$ cat config.mk
export PLATFORM = sky130hd
export DESIGN_NAME = sr_cbr_sequencer
export DESIGN_NICKNAME = d
export VERILOG_FILES = /design/src/rtl/srseq_pkg.sv /design/src/rtl/sr_phase_timer.sv /design/src/rtl/sr_hold_meter.sv /design/src/rtl/sr_flag.sv /design/src/rtl/sr_cbr_sequencer.sv
export SDC_FILE = /design/constraint.sdc
export NUM_CORES = 1
export LEC_CHECK = 0
export ABC_AREA = 1
export BUFFER_PORTS_ARGS = -buffer_cell sky130_fd_sc_hd__buf_4
export CAP_MARGIN = 5
export CORE_MARGIN = 1
export CORE_UTILIZATION = 48
export CTS_CLUSTER_DIAMETER = 200
export CTS_CLUSTER_SIZE = 12
export DETAILED_ROUTE_END_ITERATION = 10
export GPL_TIMING_DRIVEN = 0
export PLACE_DENSITY_LB_ADDON = 0.12
export SLEW_MARGIN = 40
export SYNTH_ARGS = -nofsm -noshare
export SYNTH_HDL_FRONTEND = slang
export SYNTH_SLANG_ARGS = --single-unit
$ cat constraint.sdc
create_clock -name clk -period 2.9 [get_ports clk]
set_clock_uncertainty 0.1 [all_clocks]
set_input_delay 0.145 -clock clk [delete_from_list [all_inputs] [get_ports clk]]
set_output_delay 0.145 -clock clk [all_outputs]
set_load 0.02 [all_outputs]
$ cat src/rtl/srseq_pkg.sv
package srseq_pkg;

    typedef enum logic [2:0] {
        ST_IDLE,
        ST_WAIT,
        ST_LEAD,
        ST_RRAS,
        ST_RPRE,
        ST_SBOTH,
        ST_SRAS,
        ST_SEXIT
    } seq_state_e;

    typedef enum logic {
        OP_REF,
        OP_SLEEP
    } seq_op_e;

    typedef struct packed {
        logic ras_n;
        logic cas_n;
        logic req;
        logic busy;
        logic sr;
    } pins_t;

    // Pin values for a given state and operation.
    function automatic pins_t decode_pins(seq_state_e st, seq_op_e op);
        pins_t p;
        p = '{ras_n: 1'b1, cas_n: 1'b1, req: 1'b0, busy: 1'b0, sr: 1'b0};
        case (st)
            ST_IDLE: ;
            ST_WAIT: begin
                p.req  = 1'b1;
                p.busy = (op == OP_SLEEP);
            end
            ST_LEAD: begin
                p.req   = 1'b1;
                p.cas_n = 1'b0;
                p.busy  = (op == OP_SLEEP);
            end
            ST_RRAS: begin
                p.req   = 1'b1;
                p.cas_n = 1'b0;
                p.ras_n = 1'b0;
            end
            ST_RPRE: p.req = 1'b1;
            ST_SBOTH: begin
                p.req   = 1'b1;
                p.busy  = 1'b1;
                p.cas_n = 1'b0;
                p.ras_n = 1'b0;
                p.sr    = 1'b1;
            end
            ST_SRAS: begin
                p.req   = 1'b1;
                p.busy  = 1'b1;
                p.ras_n = 1'b0;
                p.sr    = 1'b1;
            end
            ST_SEXIT: begin
                p.req  = 1'b1;
                p.busy = 1'b1;
            end
            default: ;
        endcase
        return p;
    endfunction

endpackage

$ cat src/rtl/sr_phase_timer.sv
// Down counter: a load of N gives a phase that lasts max(N,1) cycles.
module sr_phase_timer #(
    parameter int W = 8
) (
    input  logic         clk,
    input  logic         rst,
    input  logic         load,
    input  logic [W-1:0] load_val,
    output logic         done
);
    logic [W-1:0] cnt;

    always_ff @(posedge clk) begin
        if (rst) begin
            cnt <= '0;
        end else if (load) begin
            cnt <= (load_val == '0) ? '0 : load_val - 1'b1;
        end else if (cnt != '0) begin
            cnt <= cnt - 1'b1;
        end
    end

    assign done = (cnt == '0);
endmodule

$ cat src/rtl/sr_hold_meter.sv
// Counts cycles spent with RAS low in self refresh, saturating.
module sr_hold_meter #(
    parameter int W = 8
) (
    input  logic         clk,
    input  logic         rst,
    input  logic         run,
    input  logic [W-1:0] limit,
    output logic         met
);
    logic [W-1:0] age;

    always_ff @(posedge clk) begin
        if (rst || !run) begin
            age <= '0;
        end else if (age != {W{1'b1}}) begin
            age <= age + 1'b1;
        end
    end

    // Cycles so far, including the present one, compared with the limit.
    assign met = ({1'b0, age} + {{W{1'b0}}, 1'b1}) >= {1'b0, limit};
endmodule

$ cat src/rtl/sr_flag.sv
// Sticky request flag; clear wins over set.
module sr_flag (
    input  logic clk,
    input  logic rst,
    input  logic set,
    input  logic clr,
    output logic q
);
    always_ff @(posedge clk) begin
        if (rst || clr) begin
            q <= 1'b0;
        end else if (set) begin
            q <= 1'b1;
        end
    end
endmodule

$ cat src/rtl/sr_cbr_sequencer.sv
module sr_cbr_sequencer
    import srseq_pkg::*;
#(
    parameter int CNT_W = 8
) (
    input  logic             clk,
    input  logic             rst,
    input  logic             sleep_req,
    input  logic             wake_req,
    input  logic             refresh_tick,
    input  logic             bus_gnt,
    input  logic [CNT_W-1:0] t_csr,
    input  logic [CNT_W-1:0] t_ras,
    input  logic [CNT_W-1:0] t_rp,
    input  logic [CNT_W-1:0] t_chd,
    input  logic [CNT_W-1:0] t_rass,
    input  logic [CNT_W-1:0] t_rps,
    output logic             ras_n,
    output logic             cas_n,
    output logic             bus_req,
    output logic             busy,
    output logic             sr_active
);
    seq_state_e       st, st_nx;
    seq_op_e          op, op_nx;
    logic             t_load;
    logic [CNT_W-1:0] t_val;
    logic             t_done;
    logic             hold_met;
    logic             ref_pend, wake_pend;
    logic             in_sleep, start_op;
    pins_t            pins_q;

    sr_phase_timer #(.W(CNT_W)) u_timer (
        .clk(clk), .rst(rst), .load(t_load), .load_val(t_val), .done(t_done)
    );

    sr_hold_meter #(.W(CNT_W)) u_meter (
        .clk(clk), .rst(rst),
        .run(st == ST_SBOTH || st == ST_SRAS),
        .limit(t_rass), .met(hold_met)
    );

    assign in_sleep = (st != ST_IDLE) && (op == OP_SLEEP);
    assign start_op = (st == ST_IDLE) && (st_nx == ST_WAIT);

    sr_flag u_ref_flag (
        .clk(clk), .rst(rst),
        .set(refresh_tick && !in_sleep),
        .clr(start_op),
        .q(ref_pend)
    );

    sr_flag u_wake_flag (
        .clk(clk), .rst(rst),
        .set(wake_req && in_sleep && st != ST_SEXIT),
        .clr(st_nx == ST_SEXIT),
        .q(wake_pend)
    );

    always_comb begin
        st_nx  = st;
        op_nx  = op;
        t_load = 1'b0;
        t_val  = '0;
        case (st)
            ST_IDLE: begin
                if (sleep_req) begin
                    st_nx = ST_WAIT;
                    op_nx = OP_SLEEP;
                end else if (ref_pend || refresh_tick) begin
                    st_nx = ST_WAIT;
                    op_nx = OP_REF;
                end
            end
            ST_WAIT: begin
                if (bus_gnt) begin
                    st_nx  = ST_LEAD;
                    t_load = 1'b1;
                    t_val  = t_csr;
                end
            end
            ST_LEAD: begin
                if (t_done) begin
                    t_load = 1'b1;
                    if (op == OP_REF) begin
                        st_nx = ST_RRAS;
                        t_val = t_ras;
                    end else begin
                        st_nx = ST_SBOTH;
                        t_val = t_chd;
                    end
                end
            end
            ST_RRAS: begin
                if (t_done) begin
                    st_nx  = ST_RPRE;
                    t_load = 1'b1;
                    t_val  = t_rp;
                end
            end
            ST_RPRE: begin
                if (t_done) st_nx = ST_IDLE;
            end
            ST_SBOTH: begin
                if (t_done) st_nx = ST_SRAS;
            end
            ST_SRAS: begin
                if (wake_pend && hold_met) begin
                    st_nx  = ST_SEXIT;
                    t_load = 1'b1;
                    t_val  = t_rps;
                end
            end
            ST_SEXIT: begin
                if (t_done) st_nx = ST_IDLE;
            end
            default: st_nx = ST_IDLE;
        endcase
    end

    always_ff @(posedge clk) begin
        if (rst) begin
            st     <= ST_IDLE;
            op     <= OP_REF;
            pins_q <= decode_pins(ST_IDLE, OP_REF);
        end else begin
            st     <= st_nx;
            op     <= op_nx;
            pins_q <= decode_pins(st_nx, op_nx);
        end
    end

    assign ras_n     = pins_q.ras_n;
    assign cas_n     = pins_q.cas_n;
    assign bus_req   = pins_q.req;
    assign busy      = pins_q.busy;
    assign sr_active = pins_q.sr;
endmodule

Word-level counts from Yosys, hierarchy flattened. Index checks and enable logic that the tools add are counted.

$add $sub $neg: 4. Magnitude comparators: 1. Equality and inequality tests: 16. Muxes and demuxes: 31. Reduce and logical (&&, ||, !) cells: 27.

Operators by type and width (count): two-way mux 8 bit (8); one-hot mux 8 bit (4 select lines) (1); two-way mux 3 bit (9); equality test 3 bit, second input constant (8); one-hot mux 3 bit (7 select lines) (1); logical NOT 8 bit (2); subtractor 8 x 1 -> 8 bit, second input constant (2); equality test 3 x 2 -> 1 bit, second input constant (4); two-way mux 1 bit (10); adder 8 x 1 -> 9 bit, second input constant (1); greater-or-equal comparator 9 x 8 -> 1 bit (1); OR reduction 3 bit (3); adder 8 x 1 -> 8 bit, second input constant (1); inequality test 8 bit, second input constant (1); nonzero test 8 bit (1); OR reduction 2 bit (4); OR reduction 7 bit (1); equality test 3 x 1 -> 1 bit, second input constant (2); logical AND 1 bit (6); logical OR 1 bit (5); logical NOT 3 bit (1); inequality test 3 bit, second input constant (1); one-hot mux 1 bit (3 select lines) (1); nonzero test 3 bit (1); 3 further kinds (4).

Register bits: 27. Bits of input ports: 54.

Logic depth before layout (Yosys ltp). Gate-level depths: netlist (run 1).

Word-level depth: 8. Depth in mapped cells: 25. Gate-level depth less buffers: 25.

By module. Synthesis (run 1) repeated with hierarchy kept, for this count alone.

Cell total of the unflattened synthesis: 390. Area total of the unflattened synthesis: 2399.8 um2.

Modules (own cells, without submodules): sr_cbr_sequencer (instances 1, cells each 142, area an instance 890.9 um2, sequential area each 180.2 um2); sr_phase_timer (instances 1, cells each 142, area an instance 782.0 um2, sequential area each 160.2 um2); sr_hold_meter (instances 1, cells each 94, area an instance 649.4 um2, sequential area each 160.2 um2); sr_flag (instances 2, cells each 6, area an instance 38.8 um2, sequential area each 20.0 um2).

Worst setup path after synthesis (run 1). OpenSTA, ideal clock, no wires.

Kind: flip-flop to flip-flop. From: register u_meter.age[0]. To: register u_timer.cnt[1]. Data arrival time: 2534 ps. Required time: 2685 ps. Path slack: 151 ps. Stages on the path, launching flop included: 23. Clock period less this slack: 2749 ps. Cell sequence: dfxtp_1 ha_1 nand3_2 xor2_1 ha_1 nand2_1 inv_1 nand2_1 nand3_1 nand2_1 nand2_1 nand2_1 nand2_4 nand3_1 nand2_1 inv_1 ha_1 inv_1 nor2_1 nand2_1 nor2_4 nor3_1 o21ba_2.

Word-level cells in the longest chain between the ends: 8. Elaborated cells between the ends (all ways): 12. Those cells by class: add/sub: 2; order compare: 1; mux: 6; reduce/logical: 3.

RTL lines: start: declaration (line sr_hold_meter.sv:11) `logic [W-1:0] age;`; start signal: assignment (line sr_hold_meter.sv:17) `age <= age + 1'b1;`; adder 8 x 1 -> 9 bit * (line sr_hold_meter.sv:22) `assign met = ({1'b0, age} + {{W{1'b0}}, 1'b1}) >= {1'b0, limit};`; greater-or-equal comparator 9 x 8 -> 1 bit * (line sr_hold_meter.sv:22); logical AND 1 bit * (line sr_cbr_sequencer.sv:109) `if (wake_pend && hold_met) begin`; two-way mux 8 bit (line sr_cbr_sequencer.sv:109); one-hot mux 8 bit (4 select lines) (line sr_cbr_sequencer.sv:66) `case (st)`; subtractor 8 x 1 -> 8 bit or logical NOT 8 bit (tied branches) (line sr_phase_timer.sv:17) `cnt <= (load_val == '0) ? '0 : load_val - 1'b1;`; two-way mux 8 bit (line sr_phase_timer.sv:17); two-way mux 8 bit (line sr_phase_timer.sv:16) `end else if (load) begin`; end signal: assignment (line sr_phase_timer.sv:17); end signal: assignment (line sr_phase_timer.sv:19) `cnt <= cnt - 1'b1;`; end: declaration (line sr_phase_timer.sv:11) `logic [W-1:0] cnt;`.

Every way passes the cells marked *; elsewhere a longest branch is shown, timed or not. A chain may end at the register's enable or synchronous reset.

Worst setup path after layout (run 1).
From: register u_meter.age[0]. To: register u_meter.age[3].

Word-level cells in the longest chain between the ends: 1. Elaborated cells between the ends (all ways): 2. Those cells by class: add/sub: 1; eq/ne: 1.

RTL lines (line): adder 8 x 1 -> 8 bit or inequality test 8 bit (tied branches) (sr_hold_meter.sv:17, sr_hold_meter.sv:16).

Several ways; a longest one is shown, not always the timed one.

==> results of run 1 <==
-- cells by family (layout without fill, tap and decap cells) --
logic type | after synthesis | count (layout) | share of synthesized area (%)
xor gates and xnor gates | 7 | 7 | 2.864
AOI/OAI and AO/OA | 44 | 44 | 11.75
muxes | 6 | 6 | 2.805
and+or+nand+nor | 184 | 184 | 39.33
DFF | 27 | 27 | 25.25
buffers and inverters | 60 | 150 | 10.99
adders and majority gates | 12 | 12 | 7.013
-- area by class of cell --
| class | instances | share of cell area, % |
|---|---|---|
| multi-input cells | 253 | 49.72 |
| repair buffers | 86 | 21.50 |
| flip-flops and latches | 27 | 17.63 |
| inverters | 57 | 6.884 |
| well taps | 50 | 2.013 |
| clock buffers | 3 | 1.329 |
| plain buffers | 3 | 0.6844 |
| clock inverters | 1 | 0.2415 |
-- stage by stage --
step           util (%)  setup slack [ps]  std cells
3_3_place_gp      63.68            -109.1        448
3_5_place_dp      63.68            -149.3        448
4_1_cts           71.32             3.037        473
6_report          75.00            -113.0        480
2_1_floorplan         -             150.7        340
5_1_grt           75.00            -282.1        480
-- registers in the layout (all words and copies together) (netlist names) --
signal and cells:
u_meter.age 8, u_timer.cnt 8, st 3, bus_req 1, busy 1, cas_n 1, op 1, ras_n 1
sr_active 1, u_ref_flag.q 1, u_wake_flag.q 1
-- layer usage --
layer / global-route usage (%) / vias up / share of wire [%]
li1: - / 1263 / -
met1: 32.90 / 1063 / 48
met2: 40.56 / 59 / 47
met3: 3.947 / 4 / 4.3
met4: 5.102 / 0 / 0.65
met5: 0 / - / 0
-- cells in the mapped netlist (all sizes together) --
| cell | number |
|---|---|
| inv | 57 |
| a31oi | 1 |
| o2111ai | 1 |
| nor3b | 1 |
| o311ai | 1 |
| or2 | 1 |
| nand2 | 85 |
| nor2 | 57 |
| mux2i | 6 |
| o22ai | 1 |
| o21ai | 16 |
| dfxtp | 27 |
| o21bai | 2 |
| a21oi | 20 |
| buf | 3 |
| ha | 12 |
| xor2 | 4 |
| nand4 | 5 |
| xnor2 | 3 |
| nand3 | 30 |
| o21ba | 1 |
| nor3 | 5 |
| a41oi | 1 |
-- worst reg2reg max path: stages, from the launching register on --
cell	delay, ps
dfxtp_2	360
buf_6	100
nand3_4	70
buf_4	150
nand2_2	70
nand2_2	70
buf_4	140
buf_4	120
buf_4	120
buf_4	120
buf_4	120
buf_4	120
buf_4	120
buf_4	120
buf_4	120
buf_4	120
buf_4	120
buf_4	120
buf_4	120
buf_4	120
buf_4	120
buf_4	120
a21oi_2	100
-- placed cells by master, fill, tap and decap left out, drive strengths merged, types with 2 or more instances in the layout --
cell type,count
xnor2,3
nor2,57
nand2,85
nor3,5
o21bai,2
ha,12
dfxtp,27
nand4,5
o21ai,16
buf,88
mux2i,6
inv,57
nand3,30
xor2,4
a21oi,20
clkbuf,3
-- what timing repair did --
action / 4_1_cts / 5_1_grt
setup endpoints to repair: 8 / 14
gates resized for setup: 24 / 32
buffers inserted: 20 / 7
hold buffers: 1 / 0
hold endpoints to repair: 2 / 0
pin swaps: 11 / 14
-- power by group --
part,internal [W],switching [W]
clock,0.0000975,0.000119
combinational,0.000496,0.000800
sequential,0.000471,0.0000635
-- final timing paths --
kind,from,depth (start not counted),endpoint,slack (ps)
worst min register to register,u_wake_flag.q,2,u_wake_flag.q,400
worst max-delay path,u_meter.age[0],22,u_meter.age[3],-110
worst min-delay path,wake_req,3,u_wake_flag.q,60
worst max register to register,u_meter.age[0],22,u_meter.age[3],-110
==> reports/summary.txt, run 1 <==
Shortest period the worst path allows -> 3013 ps
Worst slew pin tran -> 401.4 ps
Fin area -> 3108 sq um
Leak -> 1.574 nW
Synth Register Bits -> 27
Multi-input logic area -> 1545 sq um
Critical path's top delay family -> buffers and inverters
GRT Util Overall -> 24.32%
DP HPWL -> 3.907 mm
Crit Path Class -> flip-flop to flip-flop
Maximum clock frequency -> 331.9 MHz
Number of remaining DRC errors -> 0
Critical-path top delay cell -> dfxtp_2
P&R area growth vs syn -> 45.18%
Die ar. -> 4731 sq um
Largest area contributor in the netlist -> dfxtp_1
Synthesized instance count -> 340
Yosys warning count -> 0
Routed Wire Length -> 5.702 mm
Status -> complete, but fails checks
Synth area leaders -> dfxtp_1 25%, nand2_1 14%, inv_1 9.1%, nor2_1 8.1%, ha_1 7.0%
Row count -> 23
Post-synth net total -> 406
First-pass GRT wire length -> 8.749 mm
Final hold vios -> 0
Pre-Repair DR Iteration Count -> 4
Setup ws final -> -113.0 ps
Core Box Area -> 4144 sq um
Fin nets -> 497
Most frequent CP cell -> buf_4
Largest net degree at the start of global routing -> 17
Avg WL per Cell -> 11.88 um
Layout cells sized above 1 -> 38.60%
Global placement routability congestion -> 0.8817
Synth cell types -> 34
CP Max Fanout -> 2
Max H-tree Level -> 1
Ant diodes -> 0
Antenna violation net count after detailed routing -> 0
Syn_area_per_cell -> 6.296 sq um
Initial antenna violation count -> 0
Num CTS Buffers -> 3
HP Class -> input pin to flip-flop
Worst-Skew Late Latency -> 280 ps
# fillers -> 329
Vias -> 2389
Max-slew violation count -> 0
Pwr Total -> 0.002047 W
Worst-path clk slew -> 100 ps
Root Buffer -> clkbuf_8
Max Cap Viol -> 0
I/O Pins -> 59
Die X -> 68.79 um
Req. time, crit path -> 3010 ps
Crit start category -> flip-flop
Number of global-route vias before repair -> 2030
Clock sinks -> 27
Grt total ovfl -> 0
Vias/cell -> 4.977
Yosys top cell area share -> 25.25%
FF+latch area -> 548.0 sq um
Final setup viols -> 9
Initial drt markers -> 148
Crit path largest cell delay -> 360 ps
Maximum VDD drop -> 0.3521 mV
Placed cell areas -> 2639 sq um
Pwr dens -> 658.8 nW/um^2
Max clock buf depth -> 2
Unrepaired setup endpoints after global routing -> true
Worst-path cell chain -> buf_6 > nand3_4 > buf_4 > nand2_2 > nand2_2 > buf_4 > buf_4 > buf_4 > buf_4 > buf_4 > buf_4 > buf_4 > buf_4 > buf_4 > buf_4 > buf_4 > buf_4 > buf_4 > buf_4 > buf_4 > buf_4 > a21oi_2
Failing checks -> setup timing
Tcrit/Tclk final -> 103.9%
Fin Setup TNS -> -839.8 ps
Die H -> 68.79 um
Buf+Inv Stages, Crit Path -> 18
Mapped cell area -> 2141 sq um
Post-synthesis sequential area ratio -> 25.25%
Crit end category -> flip-flop
Arrival time at the worst endpoint -> 3130 ps
CTS tree -> done
Port-buffer cells -> 58
Slew HR -> 73.04%
Initial Util -> 51.66%
Hold_ws -> 59.77 ps
Power figures use the tool's default switching activity.
==> inputs of run 2 (changes only) <==
--- a/config.mk
+++ b/config.mk
@@ -14,8 +14,9 @@
 export CTS_CLUSTER_SIZE = 12
 export DETAILED_ROUTE_END_ITERATION = 10
 export GPL_TIMING_DRIVEN = 0
-export PLACE_DENSITY_LB_ADDON = 0.12
+export PLACE_DENSITY_LB_ADDON = 0.3
 export SLEW_MARGIN = 40
 export SYNTH_ARGS = -nofsm -noshare
 export SYNTH_HDL_FRONTEND = slang
 export SYNTH_SLANG_ARGS = --single-unit
+export TNS_END_PERCENT = 1
==> run 2 against run 1 <==
Net effect:
- the run still ends with setup timing left
- via count down 3.4%
- fmax up 3.0%
- final area down 5.6%
- core utilization down 4.2 points
- largest power group unchanged
==> reports/summary.txt, run 2 (same netlist as run 1, synthesis figures left out) <==
Fin Setup TNS -> -80.19 ps
Leading registers by flop count -> u_meter.age x8, u_timer.cnt x8, st x3
Arrival time at the worst endpoint -> 2980 ps
DP HPWL -> 4.161 mm
HP Class -> input pin to flip-flop
Status -> complete, but fails checks
Die ar. -> 4731 sq um
Worst-path clk slew -> 100 ps
Crit start category -> flip-flop
Fin nets -> 477
Die H -> 68.79 um
GRT Util Overall -> 22.43%
Final setup viols -> 7
NetSw -> 0.001017 W
Number of remaining DRC errors -> 0
Layout cells sized above 1 -> 33.17%
Max-slew violation count -> 0
Core Box Area -> 4144 sq um
Failing checks -> setup timing
Shortest period the worst path allows -> 2926 ps
Crit Path Class -> flip-flop to flip-flop
Cell count of the worst reg-to-reg path -> 19
Placed cell areas -> 2639 sq um
Gate power share -> 64.3%
Initial antenna violation count -> 0
Worst Hold Depth -> 3
Port-buffer cells -> 58
Grt total ovfl -> 0
Max clock buf depth -> 2
Global placement routability congestion -> 0.8926
Commonest cells after routing, fill and taps aside -> 72 x nand2_1, 64 x buf_4, 49 x inv_1, 44 x nor2_1, 24 x dfxtp_1
Worst slew pin tran -> 384.7 ps
Final hold vios -> 0
Pwr dens -> 716.8 nW/um^2
Reg-to-Reg End -> u_timer.cnt[5]
CP Max Fanout -> 7
Vias -> 2307
Pre-Repair DR Iteration Count -> 4
Pwr Total -> 0.002102 W
Internal Power -> 0.001085 W
Number of global-route vias before repair -> 2092
Max Cap Viol -> 0
Fin area -> 2933 sq um
Setup ws final -> -25.55 ps
Vias/cell -> 5.015
Clock sinks -> 27
Max H-tree Level -> 1
WHS Endpoint -> u_wake_flag.q
Ant diodes -> 0
Initial drt markers -> 89
Initial Util -> 51.66%
Reg2reg start -> u_meter.age[0]
Hold Path Origin -> wake_req
Avg WL per Cell -> 11.70 um
Root Buffer -> clkbuf_8
CTS tree -> done
Die X -> 68.79 um
Leak -> 1.493 nW
Unrepaired setup endpoints after global routing -> true
Crit end category -> flip-flop
Row count -> 23
I/O Pins -> 59
Largest net degree at the start of global routing -> 17
# fillers -> 372
Routed Wire Length -> 5.381 mm
Maximum VDD drop -> 0.4089 mV
Seq pwr share -> 25.5%
Switching part of the total power -> 48.39%
Hold_ws -> 78.76 ps
Antenna violation net count after detailed routing -> 0
Tcrit/Tclk final -> 100.9%
P&R area growth vs syn -> 37.00%
Commonest non-fill, non-tap cell in the layout -> nand2_1
Req. time, crit path -> 2960 ps
Num CTS Buffers -> 3
First-pass GRT wire length -> 8.183 mm
Fin util -> 70.77%
Slew HR -> 74.15%
Maximum clock frequency -> 341.8 MHz
Clock Power Share -> 10.2%
Worst-Skew Late Latency -> 270 ps
R2R Setup Slk -> -30 ps
==> run 2: per-layer routing <==
metal | wire length (um) | GRT usage (%)
met5 | 0 | 0
met4 | 17 | 3.827
met3 | 195 | 2.961
met2 | 2767 | 43.50
met1 | 2401 | 26.12
==> run 2: worst max path at each step <==
stage | startpoint | cells after the start | slack (ps) | to
global placement | u_meter.age[0] | 22 | -50 | u_timer.cnt[1]
floorplan | u_meter.age[0] | 22 | 150 | u_timer.cnt[1]
CTS | u_meter.age[0] | 22 | 10 | u_timer.cnt[1]
detailed placement | u_meter.age[0] | 22 | -100 | u_timer.cnt[1]
global route | u_meter.age[0] | 23 | -250 | u_timer.cnt[0]
finish | u_meter.age[0] | 19 | -30 | u_timer.cnt[5]
==> run 2: timing repair <==
action,in CTS,in global routing
setup buffers,1,6
endpoints found under the setup margin,8,10
pin swaps,2,20
resized for setup,9,35
hold buffers,1,0
endpoints found under the hold margin,2,0
==> run 2: power groups by stage <==
stage	Sequential (W)	Clock (W)	Combinational [W]
2_1_floorplan	0.000563	0	0.000863
3_3_place_gp	0.000538	0	0.00114
3_5_place_dp	0.000544	0	0.00116
4_1_cts	0.000535	0.000216	0.00117
5_1_grt	0.000549	0.000231	0.00150
6_report	0.000537	0.000214	0.00135
==> run 2: stage by stage <==
stage / worst slack [ps] / cells
floorplan: 150.7 / 340
global placement: -48.30 / 448
detailed placement: -104.6 / 448
CTS: 13.87 / 454
global route: -253.6 / 460
finish: -25.55 / 460
==> run 2: area by class of cell <==
type	count	area (sq um)	share of cell area, %
clock buffers	3	41.29	1.408
clock inverters	1	7.507	0.2560
flip-flops and latches	27	549.3	18.73
inverters	57	220.2	7.509
multi-input cells	253	1520	51.83
well taps	50	62.56	2.133
plain buffers	3	21.27	0.7253
repair buffers	66	510.5	17.41
==> run 2: worst max-delay path, stage by stage, from the launching register on <==
cell and delay (ps):
dfxtp_4 380, ha_4 150, nand3_4 90, xor2_2 190
ha_1 310, nand2_1 70, nor2_1 90, nand2_1 60
nand3_1 80, nand2_1 50, nand2_1 70, nand2_2 70
nand2_4 110, buf_4 120, nand2_1 80, nand3_2 140
clkinvlp_4 200, buf_12 180, a31oi_1 180, a21oi_2 80
==> inputs of run 3 (changes only) <==
--- a/config.mk
+++ b/config.mk
@@ -9,9 +9,10 @@
 export BUFFER_PORTS_ARGS = -buffer_cell sky130_fd_sc_hd__buf_4
 export CAP_MARGIN = 5
 export CORE_MARGIN = 1
-export CORE_UTILIZATION = 48
+export CORE_UTILIZATION = 45
+export CTS_BUF_LIST = sky130_fd_sc_hd__clkbuf_16
 export CTS_CLUSTER_DIAMETER = 200
-export CTS_CLUSTER_SIZE = 12
+export CTS_CLUSTER_SIZE = 8
 export DETAILED_ROUTE_END_ITERATION = 10
 export GPL_TIMING_DRIVEN = 0
 export PLACE_DENSITY_LB_ADDON = 0.3
==> run 3 against run 2 <==
Net effect:
- the flow still finishes with violations (setup timing)
- first-iteration DRC count rose by 12%
- worst hold slack improved by 23 ps
- fmax fell by 0.48%
- final area rose by 5.0%
- via count rose by 0.78%
- critical path type unchanged
- critical endpoint is now u_timer.cnt[7]
- highest routed layer unchanged
==> reports/summary.txt, run 3 (same netlist as run 1, synthesis figures left out) <==
Top Usage Layer GRT -> met2
Grt met3 use -> 1.994%
Slew HR -> 71.38%
Pre-Repair DR Iteration Count -> 4
Max H-tree Level -> 1
Fin area -> 3080 sq um
Commonest cells after routing, fill and taps aside -> 71 x nand2_1, 65 x buf_4, 47 x inv_1, 41 x nor2_1, 24 x dfxtp_1
Max clock buf depth -> 2
Worst-Skew Late Latency -> 260 ps
R2R Setup Slk -> -40 ps
Met1 usage -> 27.15%
Crit end category -> flip-flop
Crit start category -> flip-flop
Arrival time at the worst endpoint -> 2970 ps
Critical path's top delay family -> simple AND/OR/NAND/NOR gates
Crit Path Class -> flip-flop to flip-flop
Antenna violation net count after detailed routing -> 0
Routed Wire Length -> 5.287 mm
Grt total ovfl -> 0
NetSw -> 0.001005 W
Fin nets -> 480
Number of global-route vias before repair -> 2177
Crit path largest cell delay -> 380 ps
Number of remaining DRC errors -> 0
First-pass GRT wire length -> 8.673 mm
Avg WL per Cell -> 11.37 um
Buf+Inv Stages, Crit Path -> 3
GRT Util Overall -> 20.72%
Worst-path clk slew -> 70 ps
GR met2 Demand/Resource -> 37.82%
Die X -> 70.98 um
Worst-path cell chain -> ha_4 > nand3_4 > xor2_4 > ha_4 > nand2_4 > inv_1 > nand2_1 > nand3_1 > nand2_1 > nand2_2 > nand2_2 > nand2_4 > buf_12 > buf_6 > nand3_2 > nand2_2 > nor2_2 > nand2_2 > nor2_4 > nor2_8 > nand3_4 > a21oi_2
Pwr dens -> 704.6 nW/um^2
Initial Util -> 47.85%
Status -> complete, but fails checks
Switching part of the total power -> 46.30%
Vias/cell -> 5.000
Placed cells -> 450
CP Max Fanout -> 7
Num CTS Buffers -> 3
P&R area growth vs syn -> 43.89%
Unrepaired setup endpoints after global routing -> true
I/O Pins -> 59
Row count -> 24
Largest net degree at the start of global routing -> 17
Critical-path top delay cell -> dfxtp_4
Internal Power -> 0.001166 W
Core Box Area -> 4474 sq um
Port-buffer cells -> 58
CTS tree -> done
DP HPWL -> 4.017 mm
Failing checks -> setup timing
Die ar. -> 5037 sq um
Root Buffer -> clkbuf_16
Maximum VDD drop -> 0.4962 mV
Setup ws final -> -39.65 ps
Commonest non-fill, non-tap cell in the layout -> nand2_1
Shortest period the worst path allows -> 2940 ps
Placed cell areas -> 2641 sq um
Pre-CTS setup slack -> -156.6 ps
Gate power share -> 61.3%
Seq pwr share -> 24.6%
Ant diodes -> 0
Maximum clock frequency -> 340.2 MHz
Req. time, crit path -> 2930 ps
HP Class -> input pin to flip-flop
Clock sinks -> 27
Layout cells sized above 1 -> 37.05%
Vias -> 2325
Initial antenna violation count -> 0
Final setup viols -> 8
Leading registers by flop count -> u_meter.age x8, u_timer.cnt x8, st x3
Most frequent CP cell -> nand2_2
Global placement routability congestion -> 0.8373
Initial drt markers -> 100
Max Cap Viol -> 0
Clock Power Share -> 14.2%
Die H -> 70.98 um
Hold_ws -> 102.1 ps
Leak -> 1.516 nW
Worst slew pin tran -> 428.8 ps
Final hold vios -> 0
Max-slew violation count -> 0
Tcrit/Tclk final -> 101.4%
Layout Cells excl Fill -> 465
-- run 3: cell count changes in the layout (fill, tap and decap cells not counted), sizes merged --
cell      change
buf           +3
clkinvlp      -1
inv           +1
-- run 3: cell type report --
type	instances	area (sq um)
well taps	52	65.06
flip-flops and latches	27	546.8
clock buffers	3	75.07
repair buffers	69	540.5
clock inverters	1	7.507
fillers	382	1394
plain buffers	3	21.27
inverters	57	214.0
multi-input cells	253	1610
-- run 3: final timing paths --
| check | from | end | depth (start not counted) |
|---|---|---|---|
| setup / recovery | u_meter.age[1] | u_timer.cnt[7] | 22 |
| hold / removal | wake_req | u_wake_flag.q | 3 |
| setup reg to reg | u_meter.age[1] | u_timer.cnt[7] | 22 |
| hold reg to reg | u_meter.age[1] | u_meter.age[1] | 2 |
-- run 3: worst register-to-register path: stages, from the launching register on --
cell and delay [ps]:
dfxtp_4 380, ha_4 170, nand3_4 120, xor2_4 190, ha_4 270, nand2_4 70
inv_1 50, nand2_1 70, nand3_1 70, nand2_1 80, nand2_2 60, nand2_2 80
nand2_4 80, buf_12 140, buf_6 110, nand3_2 50, nand2_2 80, nor2_2 140
nand2_2 80, nor2_4 190, nor2_8 90, nand3_4 110, a21oi_2 50
-- run 3: timing repair --
item,4_1_cts,5_1_grt
gates resized for setup,11,51
setup endpoints to repair,8,12
setup buffers,6,4
pin swaps,4,21
hold buffers,1,0
endpoints found under the hold margin,1,0
-- run 3: metal layers --
metal,vias to the layer above,share of wire (%)
met5,-,0
met4,0,0.81
met3,6,4.9
met2,62,51
met1,1021,43
li1,1236,-
-- run 3: through the flow --
step           TNS, ps  util (%)  power [W]
6_report        -219.3     68.85   0.002170
3_3_place_gp    -603.3     59.03   0.001677
2_1_floorplan        0         -   0.001426
4_1_cts              0     63.59   0.002044
5_1_grt          -1599     68.85   0.002369
3_5_place_dp    -975.6     59.03   0.001703
-- run 3: power by group through the flow --
stage / Sequential (W) / Clock (W) / Combinational, W
final: 0.000534 / 0.000307 / 0.00133
after global routing: 0.000544 / 0.000329 / 0.00150
after CTS: 0.000534 / 0.000316 / 0.00119
after detailed placement: 0.000541 / 0 / 0.00116
after global placement: 0.000539 / 0 / 0.00114
after floorplan: 0.000563 / 0 / 0.000863
